<file path="config.mk">
export PLATFORM = sky130hd
export DESIGN_NAME = i2c_bus_unjam
export DESIGN_NICKNAME = d
export VERILOG_FILES = /design/src/rtl/i2c_unjam_pkg.sv /design/src/rtl/i2c_unjam_sync.sv /design/src/rtl/i2c_unjam_timer.sv /design/src/rtl/i2c_unjam_fsm.sv /design/src/rtl/i2c_bus_unjam.sv
export SDC_FILE = /design/constraint.sdc
export NUM_CORES = 1
export LEC_CHECK = 0
export ABC_AREA = 1
export BUFFER_PORTS_ARGS = -buffer_cell sky130_fd_sc_hd__buf_2
export CAP_MARGIN = 20
export CORE_MARGIN = 8
export CORE_UTILIZATION = 23
export CTS_BUF_LIST = sky130_fd_sc_hd__clkbuf_8
export DETAILED_ROUTE_END_ITERATION = 8
export PLACE_DENSITY_LB_ADDON = 0.3
export REMOVE_ABC_BUFFERS = 1
export SYNTH_ARGS = -nofsm -noshare
export SYNTH_HDL_FRONTEND = slang
export SYNTH_SLANG_ARGS = --single-unit
</file>
<file path="constraint.sdc">
create_clock -name clk -period 4.3 [get_ports clk]
set_input_delay 0 -clock clk [delete_from_list [all_inputs] [get_ports clk]]
set_output_delay 0 -clock clk [all_outputs]
set_load 0.03 [all_outputs]
</file>
<file path="src/rtl/i2c_unjam_pkg.sv">
// Package: shared state encoding for the bus recovery sequencer.
// Assumes: nothing beyond standard SystemVerilog.
package i2c_unjam_pkg;

    typedef enum logic [2:0] {
        ST_IDLE    = 3'd0,
        ST_RELEASE = 3'd1,
        ST_CHECK   = 3'd2,
        ST_LOW     = 3'd3,
        ST_HIGH    = 3'd4,
        ST_FINISH  = 3'd5
    } unjam_state_t;

endpackage

</file>
<file path="src/rtl/i2c_unjam_sync.sv">
// Module: multi-stage synchroniser for the SCL and SDA levels, plus the
// bus-free decode on the synchronised values.
// Assumes: inputs may be asynchronous; STAGES >= 2. Resets to the idle-bus
// level (both high).
module i2c_unjam_sync #(
    parameter int STAGES = 2
) (
    input  logic clk,
    input  logic rst_n,
    input  logic scl_in,
    input  logic sda_in,
    output logic bus_free
);
    logic [STAGES-1:0] scl_pipe;
    logic [STAGES-1:0] sda_pipe;

    // Shift each line level through its chain of stages.
    always_ff @(posedge clk) begin
        if (!rst_n) begin
            scl_pipe <= '1;
            sda_pipe <= '1;
        end else begin
            scl_pipe <= {scl_pipe[STAGES-2:0], scl_in};
            sda_pipe <= {sda_pipe[STAGES-2:0], sda_in};
        end
    end

    // The bus is free only when both synchronised lines are high.
    always_comb begin
        bus_free = scl_pipe[STAGES-1] & sda_pipe[STAGES-1];
    end
endmodule

</file>
<file path="src/rtl/i2c_unjam_timer.sv">
// Module: down-counting phase timer. A load starts a phase of LENGTH cycles;
// expired is high in the last cycle of that phase and stays high afterwards.
// Assumes: LENGTH >= 1; load is a single-cycle request from the sequencer.
module i2c_unjam_timer #(
    parameter int LENGTH = 4
) (
    input  logic clk,
    input  logic rst_n,
    input  logic load,
    output logic expired
);
    localparam int CW = (LENGTH > 1) ? $clog2(LENGTH) : 1;
    localparam logic [CW-1:0] RELOAD = CW'(LENGTH - 1);

    logic [CW-1:0] count;

    // Load the phase length or count down towards zero.
    always_ff @(posedge clk) begin
        if (!rst_n) begin
            count <= '0;
        end else if (load) begin
            count <= RELOAD;
        end else if (count != '0) begin
            count <= count - 1'b1;
        end
    end

    // Flag the last cycle of the phase.
    always_comb begin
        expired = (count == '0);
    end

    assert_reload_in_range_R4: assert property (@(posedge clk) disable iff (!rst_n)
        load |=> (count == RELOAD));
endmodule

</file>
<file path="src/rtl/i2c_unjam_fsm.sv">
// Module: recovery sequencer. It releases the bus, checks that it is free,
// and issues bounded SCL pulses with a check before each pulse.
// Assumes: bus_free comes from a synchroniser; phase_done comes from a timer
// that is loaded on the phase_load pulse.
module i2c_unjam_fsm
    import i2c_unjam_pkg::*;
#(
    parameter int MAX_TRIES = 100
) (
    input  logic clk,
    input  logic rst_n,
    input  logic start,
    input  logic bus_free,
    input  logic phase_done,
    output logic phase_load,
    output logic scl_low,
    output logic ctrl_hold,
    output logic done,
    output logic failed
);
    localparam int TW = $clog2(MAX_TRIES + 1);
    localparam logic [TW-1:0] TRY_LIMIT = TW'(MAX_TRIES);

    unjam_state_t state, state_nx;
    logic [TW-1:0] tries;
    logic          fail_q;

    // Next-state selection.
    always_comb begin
        state_nx = state;
        case (state)
            ST_IDLE:    if (start) state_nx = ST_RELEASE;
            ST_RELEASE: if (phase_done) state_nx = ST_CHECK;
            ST_CHECK: begin
                if (bus_free || (tries == TRY_LIMIT)) state_nx = ST_FINISH;
                else                                   state_nx = ST_LOW;
            end
            ST_LOW:     if (phase_done) state_nx = ST_HIGH;
            ST_HIGH:    if (phase_done) state_nx = ST_CHECK;
            ST_FINISH:  if (start) state_nx = ST_RELEASE;
            default:    state_nx = ST_IDLE;
        endcase
    end

    // Start a timed phase on entry to any timed state.
    always_comb begin
        phase_load = (state_nx != state) &&
                     ((state_nx == ST_RELEASE) || (state_nx == ST_LOW) ||
                      (state_nx == ST_HIGH));
    end

    // State register.
    always_ff @(posedge clk) begin
        if (!rst_n) state <= ST_IDLE;
        else        state <= state_nx;
    end

    // Pulse counter: cleared at the start of a run, bumped at each completed pulse.
    always_ff @(posedge clk) begin
        if (!rst_n) begin
            tries <= '0;
        end else if (state_nx == ST_RELEASE && state != ST_RELEASE) begin
            tries <= '0;
        end else if (state == ST_HIGH && phase_done) begin
            tries <= tries + 1'b1;
        end
    end

    // Outcome flag: set at the final check and held until the next run.
    always_ff @(posedge clk) begin
        if (!rst_n) begin
            fail_q <= 1'b0;
        end else if (state == ST_CHECK && state_nx == ST_FINISH) begin
            fail_q <= !bus_free;
        end else if (state_nx == ST_RELEASE && state != ST_RELEASE) begin
            fail_q <= 1'b0;
        end
    end

    // Output decode from the state register.
    always_comb begin
        scl_low   = (state == ST_LOW);
        ctrl_hold = (state != ST_IDLE) && (state != ST_FINISH);
        done      = (state == ST_FINISH);
        failed    = fail_q && (state == ST_FINISH);
    end

    assert_pulse_limit_R6: assert property (@(posedge clk) disable iff (!rst_n)
        tries <= TRY_LIMIT);
    assert_no_pulse_past_limit_R6: assert property (@(posedge clk) disable iff (!rst_n)
        (state == ST_CHECK && tries == TRY_LIMIT) |=> !scl_low);
    assert_fail_only_when_done_R6: assert property (@(posedge clk) disable iff (!rst_n)
        failed |-> done);
    assert_success_saw_free_bus_R3: assert property (@(posedge clk) disable iff (!rst_n)
        ($rose(done) && !failed) |-> $past(bus_free));
    assert_hold_while_driving_R2: assert property (@(posedge clk) disable iff (!rst_n)
        scl_low |-> ctrl_hold);
    assert_early_stop_R5: assert property (@(posedge clk) disable iff (!rst_n)
        (state == ST_CHECK && bus_free) |=> (done && !scl_low));
    assert_run_ignores_start_R9: assert property (@(posedge clk) disable iff (!rst_n)
        (ctrl_hold && state != ST_RELEASE && start) |=> (state != ST_RELEASE));
    assert_outcome_held_R8: assert property (@(posedge clk) disable iff (!rst_n)
        (done && !start) |=> (done && $stable(failed)));
endmodule

</file>
<file path="src/rtl/i2c_bus_unjam.sv">
// Module: top of the I2C stuck-bus recovery sequencer. It joins the
// synchroniser, the phase timer and the sequencer.
// Assumes: scl_low drives an open-drain SCL pad; SDA is never driven here.
// PULSE_CYCLES sets each SCL phase in system-clock cycles and must exceed
// SYNC_STAGES so that a released line is seen before the next check.
module i2c_bus_unjam #(
    parameter int PULSE_CYCLES = 500,
    parameter int MAX_TRIES    = 100,
    parameter int SYNC_STAGES  = 2
) (
    input  logic clk,
    input  logic rst_n,
    input  logic start,
    input  logic scl_in,
    input  logic sda_in,
    output logic scl_low,
    output logic ctrl_hold,
    output logic done,
    output logic failed
);
    logic bus_free;
    logic phase_load;
    logic phase_done;

    i2c_unjam_sync #(.STAGES(SYNC_STAGES)) sync_i (
        .clk      (clk),
        .rst_n    (rst_n),
        .scl_in   (scl_in),
        .sda_in   (sda_in),
        .bus_free (bus_free)
    );

    i2c_unjam_timer #(.LENGTH(PULSE_CYCLES)) timer_i (
        .clk     (clk),
        .rst_n   (rst_n),
        .load    (phase_load),
        .expired (phase_done)
    );

    i2c_unjam_fsm #(.MAX_TRIES(MAX_TRIES)) fsm_i (
        .clk        (clk),
        .rst_n      (rst_n),
        .start      (start),
        .bus_free   (bus_free),
        .phase_done (phase_done),
        .phase_load (phase_load),
        .scl_low    (scl_low),
        .ctrl_hold  (ctrl_hold),
        .done       (done),
        .failed     (failed)
    );

    assert_release_on_reset_R1: assert property (@(posedge clk)
        !rst_n |=> (!scl_low && !ctrl_hold && !done && !failed));
endmodule

</file>
==> results of run 1 <==
[cell families (layout without fill, tap and decap cells)]
kind of cell / count (synthesis) / after routing / synth area share [%]
xor+xnor: 9 / 9 / 5.99
buf+inv: 37 / 49 / 10.9
simple gates: 90 / 90 / 35.2
compound gates: 20 / 20 / 7.60
flops: 24 / 24 / 36.5
fa+ha+maj: 4 / 4 / 3.80
[stage by stage]
stage               instance area (um2)  setup slack [ns]  hold slack (ns)  utilization, %
floorplan                          1310              2.68           0.0976               -
global placement                   1440              2.60            0.189            26.2
detailed placement                 1440              2.57            0.190            26.2
CTS                                1500              2.56           0.0326            27.3
global route                       1500              2.37           0.0325            27.3
finish                             1500              2.55           0.0416            27.3
[state kept, by name, indices dropped and copies added (netlist names)]
signal           flops
fsm_i.fail_q         1
fsm_i.state          3
fsm_i.tries          7
sync_i.scl_pipe      2
sync_i.sda_pipe      2
timer_i.count        9
[metal layers]
| layer | track usage (%) | share of wire, % | vias up |
|---|---|---|---|
| li1 | - | - | 588 |
| met1 | 7.78 | 52 | 443 |
| met2 | 9.54 | 43 | 12 |
| met3 | 2.20 | 3.9 | 4 |
| met4 | 1.64 | 1.1 | 0 |
| met5 | 0 | 0 | - |
[report_power, final]
part	switching (W)	total (W)	internal, W	leakage, nW
sequential	0.0000352	0.000303	0.000267	0.197
clock	0.0000620	0.000124	0.0000624	0.0216
combinational	0.000232	0.000365	0.000132	0.545
[final cells by class]
| type | count | area share [%] |
|---|---|---|
| clock buffer | 3 | 2.75 |
| inverter | 36 | 9.32 |
| multi-input combinational | 123 | 46.0 |
| sequential | 24 | 31.9 |
| tap | 72 | 5.99 |
| timing repair buffer | 10 | 3.99 |
[synthesized netlist by cell type (2+ instances only)]
library cell / n / area [um2]
nor2_4: 2 / 22.5
ha_1: 4 / 50.1
nand2_4: 3 / 33.8
nand2_1: 37 / 139
o21ai_0: 5 / 25.0
a21oi_1: 15 / 75.1
nor2_1: 18 / 67.6
or2_2: 4 / 25.0
inv_2: 11 / 41.3
xor2_1: 9 / 78.8
nand2_2: 5 / 31.3
dfxtp_1: 24 / 480
inv_1: 24 / 90.1
nand3_1: 12 / 60.1
[critical path, stage by stage, from the launching register on]
cell	delay (ns)
dfxtp_1	0.32
inv_1	0.11
ha_1	0.15
nand2_1	0.08
nor2_4	0.15
nand2_4	0.12
nand2_2	0.11
nand2_1	0.06
nand2_1	0.07
nand2_1	0.05
nor2_1	0.12
nand2_1	0.10
nand2_2	0.15
a21oi_1	0.06
[worst paths after layout]
kind                       from                  to  cells after the start
min reg2reg  sync_i.scl_pipe[0]  sync_i.scl_pipe[1]                      1
max reg2reg    timer_i.count[0]      fsm_i.tries[5]                     13
min                       rst_n        fsm_i.fail_q                      3
max            timer_i.count[0]      fsm_i.tries[5]                     13
==> run summary, run 1 <==
Num rows: 27
Register area: 480 um2
Crit path max fanout: 10
Finished Layout Cells: 268
Commonest non-fill, non-tap cell in the layout: nand2_1
Clock Skew: 0.00492 ns
Crit path DAT: 1.90 ns
Status: finished clean
Internal reg-to-reg setup slack: 2.55 ns
CTS tree: yes
Clock transition at the registers of the reported paths: 0.08 ns
DRC: 0
First-pass GRT wire length: 4300 um
I/O Pins: 9
Hold buffer count at CTS: 2
Die width: 91.7 um
Crit path kind: register to register
Core footprint: 5510 um2
Fill cells: 597
Post-synth EDFFs: 0
CTS resizes: 0
Tcrit/Tclk final: 40.8%
Buffers on Ports: 8
Sequential area share after synthesis: 36.5%
Max Cap Viol: 0
Avg Cell Area, Syn: 7.15 um2
Routed Antenna Nets: 0
Total congestion overflow: 0
Cell area power density: 526 nW/um2
Setup Fix Bufs, Post-CTS: 0
Unrepaired setup endpoints after global routing: false
Leak Pwr: 0.764 nW
Routed vias: 1047
Final setup violation count: 0
Tot GR Track Use: 6.13%
Slew margin rel.: 73.5%
Cell Area, Synth: 1320 um2
DIE HEIGHT: 91.7 um
DP Wirelength: 1890 um
Nets: 207
Startpoint Class: register
Clk buf depth: 2
Fin. Hold Viols: 0
Slew @ Worst Pin: 0.398 ns
Commonest non-fill, non-tap cells in the layout: nand2_1 (37), inv_1 (24), dfxtp_1 (24), nor2_1 (18), a21oi_1 (15)
Minimum clock period: 1.75 ns
Worst Hold Class: input port to register
Synth Warn #: 0
1st-pass router iterations: 4
Overall power: 0.000791 W
Mapped Cells: 184
Multi-input combinational cell area: 692 um2
Final Max Tran Viols: 0
Average routed wire per standard cell: 8.94 um
Unique masters post-synth: 25
Area delta synth->final: 14.3%
Worst EP required: 4.45 ns
CTS Buf Count: 3
Antenna Cells: 0
Layout cells sized above 1: 20.9%
Main synth FF type: dfxtp_1
Drt via density: 3.91
Clk sinks: 24
Final setup TNS: 0 ns
Pin count of the biggest net entering global routing: 14
Post-Place Cells: 263
CTS root buf: clkbuf_8
Initial Utilization: 23.9%
DR iter-0 viols: 27
Clock latency on the worst-skew pair: 0.26 ns
H-Tree Depth: 1
Synth Register Bits: 24
Total die area: 8400 um2
Setup crit end kind: register
Vias in the first global route: 971
Fmax: 570 MHz
Worst VDD drop: 0.284 mV
Post-synth ARST share: 0%
Global placer's final weighted congestion: 0.747
Total wire length: 2400 um
Initial antenna violation count: 0
Power figures use the tool's default switching activity.
==> run 2, diff against run 1 <==
- clock period: 4.3 -> 1.7 ns (I/O delays scaled with it)
==> run 2 against run 1 <==
Net effect: clock-buffer cell count did not move; fmax rose by 12%; flip-flop and latch count did not move; sequential share of layout area fell by 1.8 points; power rose to 2.7 times the previous value; critical endpoint unchanged; largest power group unchanged.
==> run summary, run 2 (synthesis gave the netlist of run 1 again) <==
Drt via density: 3.92 (was 3.91)
Clk buf depth: 2 (unchanged)
Fin. Hold Viols: 0 (unchanged)
Commonest non-fill, non-tap cell in the layout: nand2_1 (unchanged)
Tot GR Track Use: 6.30% (was 6.13%)
Slew margin rel.: 74.7% (was 73.5%)
Worst VDD drop: 0.702 mV (was 0.284 mV)
Commonest non-fill, non-tap cells in the layout: nand2_1 (35), inv_1 (22), dfxtp_1 (22), nor2_1 (17), a21oi_1 (15) (was nand2_1 (37), inv_1 (24), dfxtp_1 (24), nor2_1 (18), a21oi_1 (15))
DIE HEIGHT: 91.7 um (unchanged)
Antenna Cells: 0 (unchanged)
I/O Pins: 9 (unchanged)
Fmax: 641 MHz (was 570 MHz)
Internal: 0.00125 W (was 0.000462 W)
CTS root buf: clkbuf_8 (unchanged)
Pin count of the biggest net entering global routing: 14 (unchanged)
Num rows: 27 (unchanged)
Worst EP required: 1.86 ns (was 4.45 ns)
Final setup TNS: 0 ns (unchanged)
Clock Power Share: 15.4% (was 15.7%)
Final setup violation count: 0 (unchanged)
Initial antenna violation count: 0 (unchanged)
Final Max Tran Viols: 0 (unchanged)
H-Tree Depth: 1 (unchanged)
Combinational Power Share: 48.8% (was 46.1%)
Routed Antenna Nets: 0 (unchanged)
CTS tree: yes (unchanged)
Leak Pwr: 0.811 nW (was 0.764 nW)
Core footprint: 5510 um2 (unchanged)
Total congestion overflow: 0 (unchanged)
Crit path from: timer_i.count[0] (unchanged)
Clk sinks: 24 (unchanged)
1st-pass router iterations: 4 (unchanged)
Setup crit end kind: register (unchanged)
Crit path kind: register to register (unchanged)
Finished Core Util: 29.1% (was 27.3%)
Nets: 215 (was 207)
WHS Path Cells: 3 (unchanged)
Internal reg-to-reg setup slack: 0.14 ns (was 2.55 ns)
Clock latency on the worst-skew pair: 0.27 ns (was 0.26 ns)
Average routed wire per standard cell: 9.21 um (was 8.94 um)
Clock Skew: 0.00447 ns (was 0.00492 ns)
Largest Register: timer_i.count (unchanged)
Cell area power density: 1340 nW/um2 (was 526 nW/um2)
DRC: 0 (unchanged)
CTS Buf Count: 3 (unchanged)
Worst Hold Launch: rst_n (unchanged)
Status: finished clean (unchanged)
Max reg flops: 9 (unchanged)
Minimum clock period: 1.56 ns (was 1.75 ns)
Area delta synth->final: 21.7% (was 14.3%)
Worst Hold Class: input port to register (unchanged)
Flop pwr share: 35.9% (was 38.2%)
R2R depth: 13 (unchanged)
Total wire length: 2540 um (was 2400 um)
R2R Path Start: timer_i.count[0] (unchanged)
First-pass GRT wire length: 4310 um (was 4300 um)
Slew @ Worst Pin: 0.380 ns (was 0.398 ns)
Switching part of the total: 41.9% (was 41.6%)
DP Wirelength: 1960 um (was 1890 um)
Tcrit/Tclk final: 91.7% (was 40.8%)
Max Cap Viol: 0 (unchanged)
Die width: 91.7 um (unchanged)
Total die area: 8400 um2 (unchanged)
Layout cells sized above 1: 27.9% (was 20.9%)
DR iter-0 viols: 17 (was 27)
Crit path max fanout: 7 (was 10)
Global placer's final weighted congestion: 0.841 (was 0.747)
Routed vias: 1082 (was 1047)
Sw power: 0.000902 W (was 0.000329 W)
Top Registers: timer_i.count x9, fsm_i.tries x7, fsm_i.state x3 (unchanged)
Startpoint Class: register (unchanged)
Initial Utilization: 23.9% (unchanged)
Crit path DAT: 1.72 ns (was 1.90 ns)
Vias in the first global route: 1010 (was 971)
Buffers on Ports: 8 (unchanged)
Clock transition at the registers of the reported paths: 0.08 ns (about the same)
run 2: cell types whose count changed in the layout (fill, tap and decap cells not counted), moves of 2 or more:
| cell | before | now |
|---|---|---|
| nand2_1 | 37 | 35 |
| dfxtp_1 | 24 | 22 |
| inv_2 | 11 | 13 |
| dfxtp_2 | 0 | 2 |
| inv_1 | 24 | 22 |
| nand2_4 | 3 | 6 |
| buf_4 | 0 | 8 |
run 2: power by group through the flow:
stage	registers (W)	logic (W)	clock network [W]
after floorplan	0.000761	0.000780	0
after global placement	0.000774	0.000961	0
after detailed placement	0.000776	0.000954	0
after global routing	0.000787	0.00119	0.000370
final	0.000771	0.00105	0.000331
after CTS	0.000765	0.000961	0.000347
run 2: final timing paths:
check | end
max | fsm_i.tries[5]
min | fsm_i.fail_q
max reg2reg | fsm_i.tries[5]
min reg2reg | sync_i.scl_pipe[1]
run 2: per-stage QoR:
step | cells | setup WS, ns | total power [W] | area (um2) | hold slack [ns]
floorplan | 183 | 0.0832 | 0.00154 | 1310 | 0.0976
global route | 276 | -0.0343 | 0.00234 | 1600 | 0.0458
global placement | 268 | 0.0514 | 0.00174 | 1480 | 0.189
finish | 276 | 0.141 | 0.00215 | 1600 | 0.0501
CTS | 273 | 0.0346 | 0.00207 | 1540 | 0.0264
detailed placement | 268 | 0.0419 | 0.00173 | 1480 | 0.190
run 2: cell type report:
class	instances	area (um2)
sequential	24	483
inverter	36	140
clock buffer	3	41.3
multi-input combinational	123	727
tap	72	90.1
fill	609	3910
timing repair buffer	18	120
run 2: timing repair:
| action | 4_1_cts | 5_1_grt |
|---|---|---|
| endpoints found under the hold margin | 2 | 0 |
| gates resized for setup | 0 | 12 |
| setup buffers | 0 | 3 |
| setup endpoints to repair | 0 | 17 |
| hold buffers | 2 | 0 |
run 2: worst max-delay path: stages (launching register included):
cell	delay, ns
dfxtp_2	0.33
inv_2	0.08
ha_4	0.13
nand2_2	0.06
nor2_4	0.12
nand2_4	0.10
nand2_4	0.09
nand2_1	0.05
nand2_1	0.07
nand2_1	0.06
nor2_2	0.09
nand2_1	0.10
nand2_4	0.12
a21oi_1	0.05
run 2: layer usage:
| layer | up-vias | share of wire, % | GRT usage (%) |
|---|---|---|---|
| li1 | 603 | - | - |
| met1 | 470 | 50 | 7.45 |
| met2 | 7 | 46 | 10.4 |
| met3 | 2 | 3.4 | 2.20 |
| met4 | 0 | 0.71 | 2.05 |
| met5 | - | 0 | 0 |
==> run 3, diff against run 2 <==
- CELL_PAD_IN_SITES_DETAIL_PLACEMENT: not set -> 1
- CELL_PAD_IN_SITES_GLOBAL_PLACEMENT: not set -> 2
- MAX_ROUTING_LAYER: not set -> met4
==> run 3 against run 2 <==
Net effect: flip-flop and latch count did not move; fmax is 6.9% lower; worst hold slack worse by 0.016 ns; global-route usage up 1.4 points; critical path depth fell by 2; critical path type unchanged; largest power group unchanged; highest routed layer unchanged.
==> run summary, run 3 (synthesis gave the netlist of run 1 again) <==
Status: finished clean (unchanged)
Core footprint: 5510 um2 (unchanged)
Total congestion overflow: 0 (unchanged)
Final Max Tran Viols: 0 (unchanged)
Tot GR Track Use: 7.72% (was 6.30%)
Clk sinks: 24 (unchanged)
Crit path DAT: 1.88 ns (was 1.72 ns)
Clk buf depth: 2 (unchanged)
Cell area power density: 1390 nW/um2 (was 1340 nW/um2)
Commonest non-fill, non-tap cell in the layout: nand2_1 (unchanged)
Worst EP required: 1.91 ns (was 1.86 ns)
Layout cells sized above 1: 33.2% (was 27.9%)
Fill cells: 687 (was 609)
Minimum clock period: 1.68 ns (was 1.56 ns)
Internal: 0.00139 W (was 0.00125 W)
Most frequent CP cell: nand2_4 (was nand2_1)
Clock latency on the worst-skew pair: 0.27 ns (about the same)
Global placer's final weighted congestion: 0.765 (was 0.841)
CP cell instances: inv_2 -> ha_4 -> nand2_4 -> nor2_4 -> nand2_4 -> clkinv_4 -> nand2_8 -> nor3_4 -> nand2_1 -> or2_0 -> a21oi_1 (was inv_2 -> ha_4 -> nand2_2 -> nor2_4 -> nand2_4 -> nand2_4 -> nand2_1 -> nand2_1 -> nand2_1 -> nor2_2 -> nand2_1 -> nand2_4 -> a21oi_1)
Area delta synth->final: 30.1% (was 21.7%)
Buffers on Ports: 8 (unchanged)
CTS root buf: clkbuf_8 (unchanged)
Sw power: 0.000981 W (was 0.000902 W)
Pin count of the biggest net entering global routing: 14 (unchanged)
Routed Antenna Nets: 0 (unchanged)
Largest Register: timer_i.count (unchanged)
Final worst setup slack: 0.0248 ns (was 0.141 ns)
Clock Power Share: 16.4% (was 15.4%)
Worst Hold Class: input port to register (unchanged)
Combinational Power Share: 51.0% (was 48.8%)
Delay of the slowest critical-path stage: 0.34 ns (was 0.33 ns)
Max reg flops: 9 (unchanged)
Slew margin rel.: 72.1% (was 74.7%)
Die width: 91.7 um (unchanged)
Num rows: 27 (unchanged)
Total wire length: 3110 um (was 2540 um)
Kind of cell adding the most delay to the critical path: simple AND/OR/NAND/NOR gates (unchanged)
First-pass GRT wire length: 5160 um (was 4310 um)
DIE HEIGHT: 91.7 um (unchanged)
Max Cap Viol: 0 (unchanged)
Initial Utilization: 23.9% (unchanged)
Multi-input combinational cell area: 757 um2 (was 727 um2)
Overall power: 0.00237 W (was 0.00215 W)
1st-pass router iterations: 4 (unchanged)
Total die area: 8400 um2 (unchanged)
Register area: 483 um2 (unchanged)
Fmax: 597 MHz (was 641 MHz)
DR iter-0 viols: 20 (was 17)
Nets: 224 (was 215)
Worst hold slack: 0.0344 ns (was 0.0501 ns)
Commonest non-fill, non-tap cells in the layout: nand2_1 (34), inv_1 (22), dfxtp_1 (22), nor2_1 (17), buf_4 (17) (was nand2_1 (35), inv_1 (22), dfxtp_1 (22), nor2_1 (17), a21oi_1 (15))
Final setup violation count: 0 (unchanged)
Unrepaired setup endpoints after global routing: true
Tcrit/Tclk final: 98.5% (was 91.7%)
CTS tree: yes (unchanged)
Clock Skew: 0.00496 ns (was 0.00447 ns)
Setup crit end kind: register (unchanged)
Leak Pwr: 0.850 nW (was 0.811 nW)
Top Registers: timer_i.count x9, fsm_i.tries x7, fsm_i.state x3 (unchanged)
Antenna Cells: 0 (unchanged)
Vias in the first global route: 1194 (was 1010)
Fin. Hold Viols: 0 (unchanged)
Clock transition at the registers of the reported paths: 0.09 ns (was 0.08 ns)
Average routed wire per standard cell: 10.9 um (was 9.21 um)
H-Tree Depth: 1 (unchanged)
Crit path kind: register to register (unchanged)
DP Wirelength: 2380 um (was 1960 um)
Startpoint Class: register (unchanged)
Slew @ Worst Pin: 0.418 ns (was 0.380 ns)
DRC: 0 (unchanged)
Slowest-stage cell, CP: dfxtp_2 (unchanged)
Initial antenna violation count: 0 (unchanged)
Switching part of the total: 41.3% (was 41.9%)
Finished Core Util: 31.1% (was 29.1%)
Routed vias: 1155 (was 1082)
Drt via density: 4.04 (was 3.92)
Flop pwr share: 32.5% (was 35.9%)
Crit path max fanout: 5 (was 7)
Setup WS pre-CTS: 0.0197 ns (was 0.0419 ns)
Worst VDD drop: 0.676 mV (was 0.702 mV)
CTS Buf Count: 3 (unchanged)
I/O Pins: 9 (unchanged)
WP buf/inv: 2 (was 1)
run 3: stage by stage:
step | setup TNS [ns] | area (um2) | cells
finish | 0 | 1710 | 286
global route | -0.512 | 1710 | 286
CTS | 0 | 1590 | 277
detailed placement | 0 | 1500 | 271
global placement | 0 | 1500 | 271
floorplan | 0 | 1310 | 183
run 3: layout make-up:
type,instances,area share [%]
multi-input combinational,123,44.2
sequential,24,28.2
timing repair buffer,27,11.0
inverter,36,8.18
tap,72,5.26
clock buffer,4,3.21
run 3: layer usage:
| layer | vias up | GRT usage (%) | routed length (um) |
|---|---|---|---|
| met5 | - | - | 0 |
| met4 | 0 | 1.64 | 16 |
| met3 | 2 | 1.96 | 61 |
| met2 | 6 | 13.7 | 1560 |
| met1 | 530 | 8.44 | 1470 |
| li1 | 617 | - | - |
run 3: final timing paths:
path	start	end	slack (ns)	depth (start not counted)
setup / recovery	timer_i.count[0]	fsm_i.tries[4]	0.02	11
hold / removal	rst_n	fsm_i.state[0]	0.03	3
setup reg to reg	timer_i.count[0]	fsm_i.tries[4]	0.02	11
hold reg to reg	sync_i.scl_pipe[0]	sync_i.scl_pipe[1]	0.42	1
run 3: power groups by stage:
stage | Clock (W) | Combinational [W] | Sequential, W
after floorplan | 0 | 0.000780 | 0.000761
after global placement | 0 | 0.00104 | 0.000770
after detailed placement | 0 | 0.00103 | 0.000774
after CTS | 0.000416 | 0.00107 | 0.000762
after global routing | 0.000431 | 0.00138 | 0.000788
final | 0.000390 | 0.00121 | 0.000772
run 3: worst reg2reg max path, stage by stage (launching register included):
cell,delay [ns]
dfxtp_2,0.34
inv_2,0.08
ha_4,0.15
nand2_4,0.05
nor2_4,0.12
nand2_4,0.10
clkinv_4,0.08
nand2_8,0.06
nor3_4,0.20
nand2_1,0.09
or2_0,0.22
a21oi_1,0.13
run 3: repair_timing:
action / in CTS / in global routing
pin swaps: 0 / 12
buffers inserted: 0 / 9
hold endpoints to repair: 2 / 0
endpoints found under the setup margin: 4 / 17
hold buffers: 2 / 0
resized for setup: 2 / 17
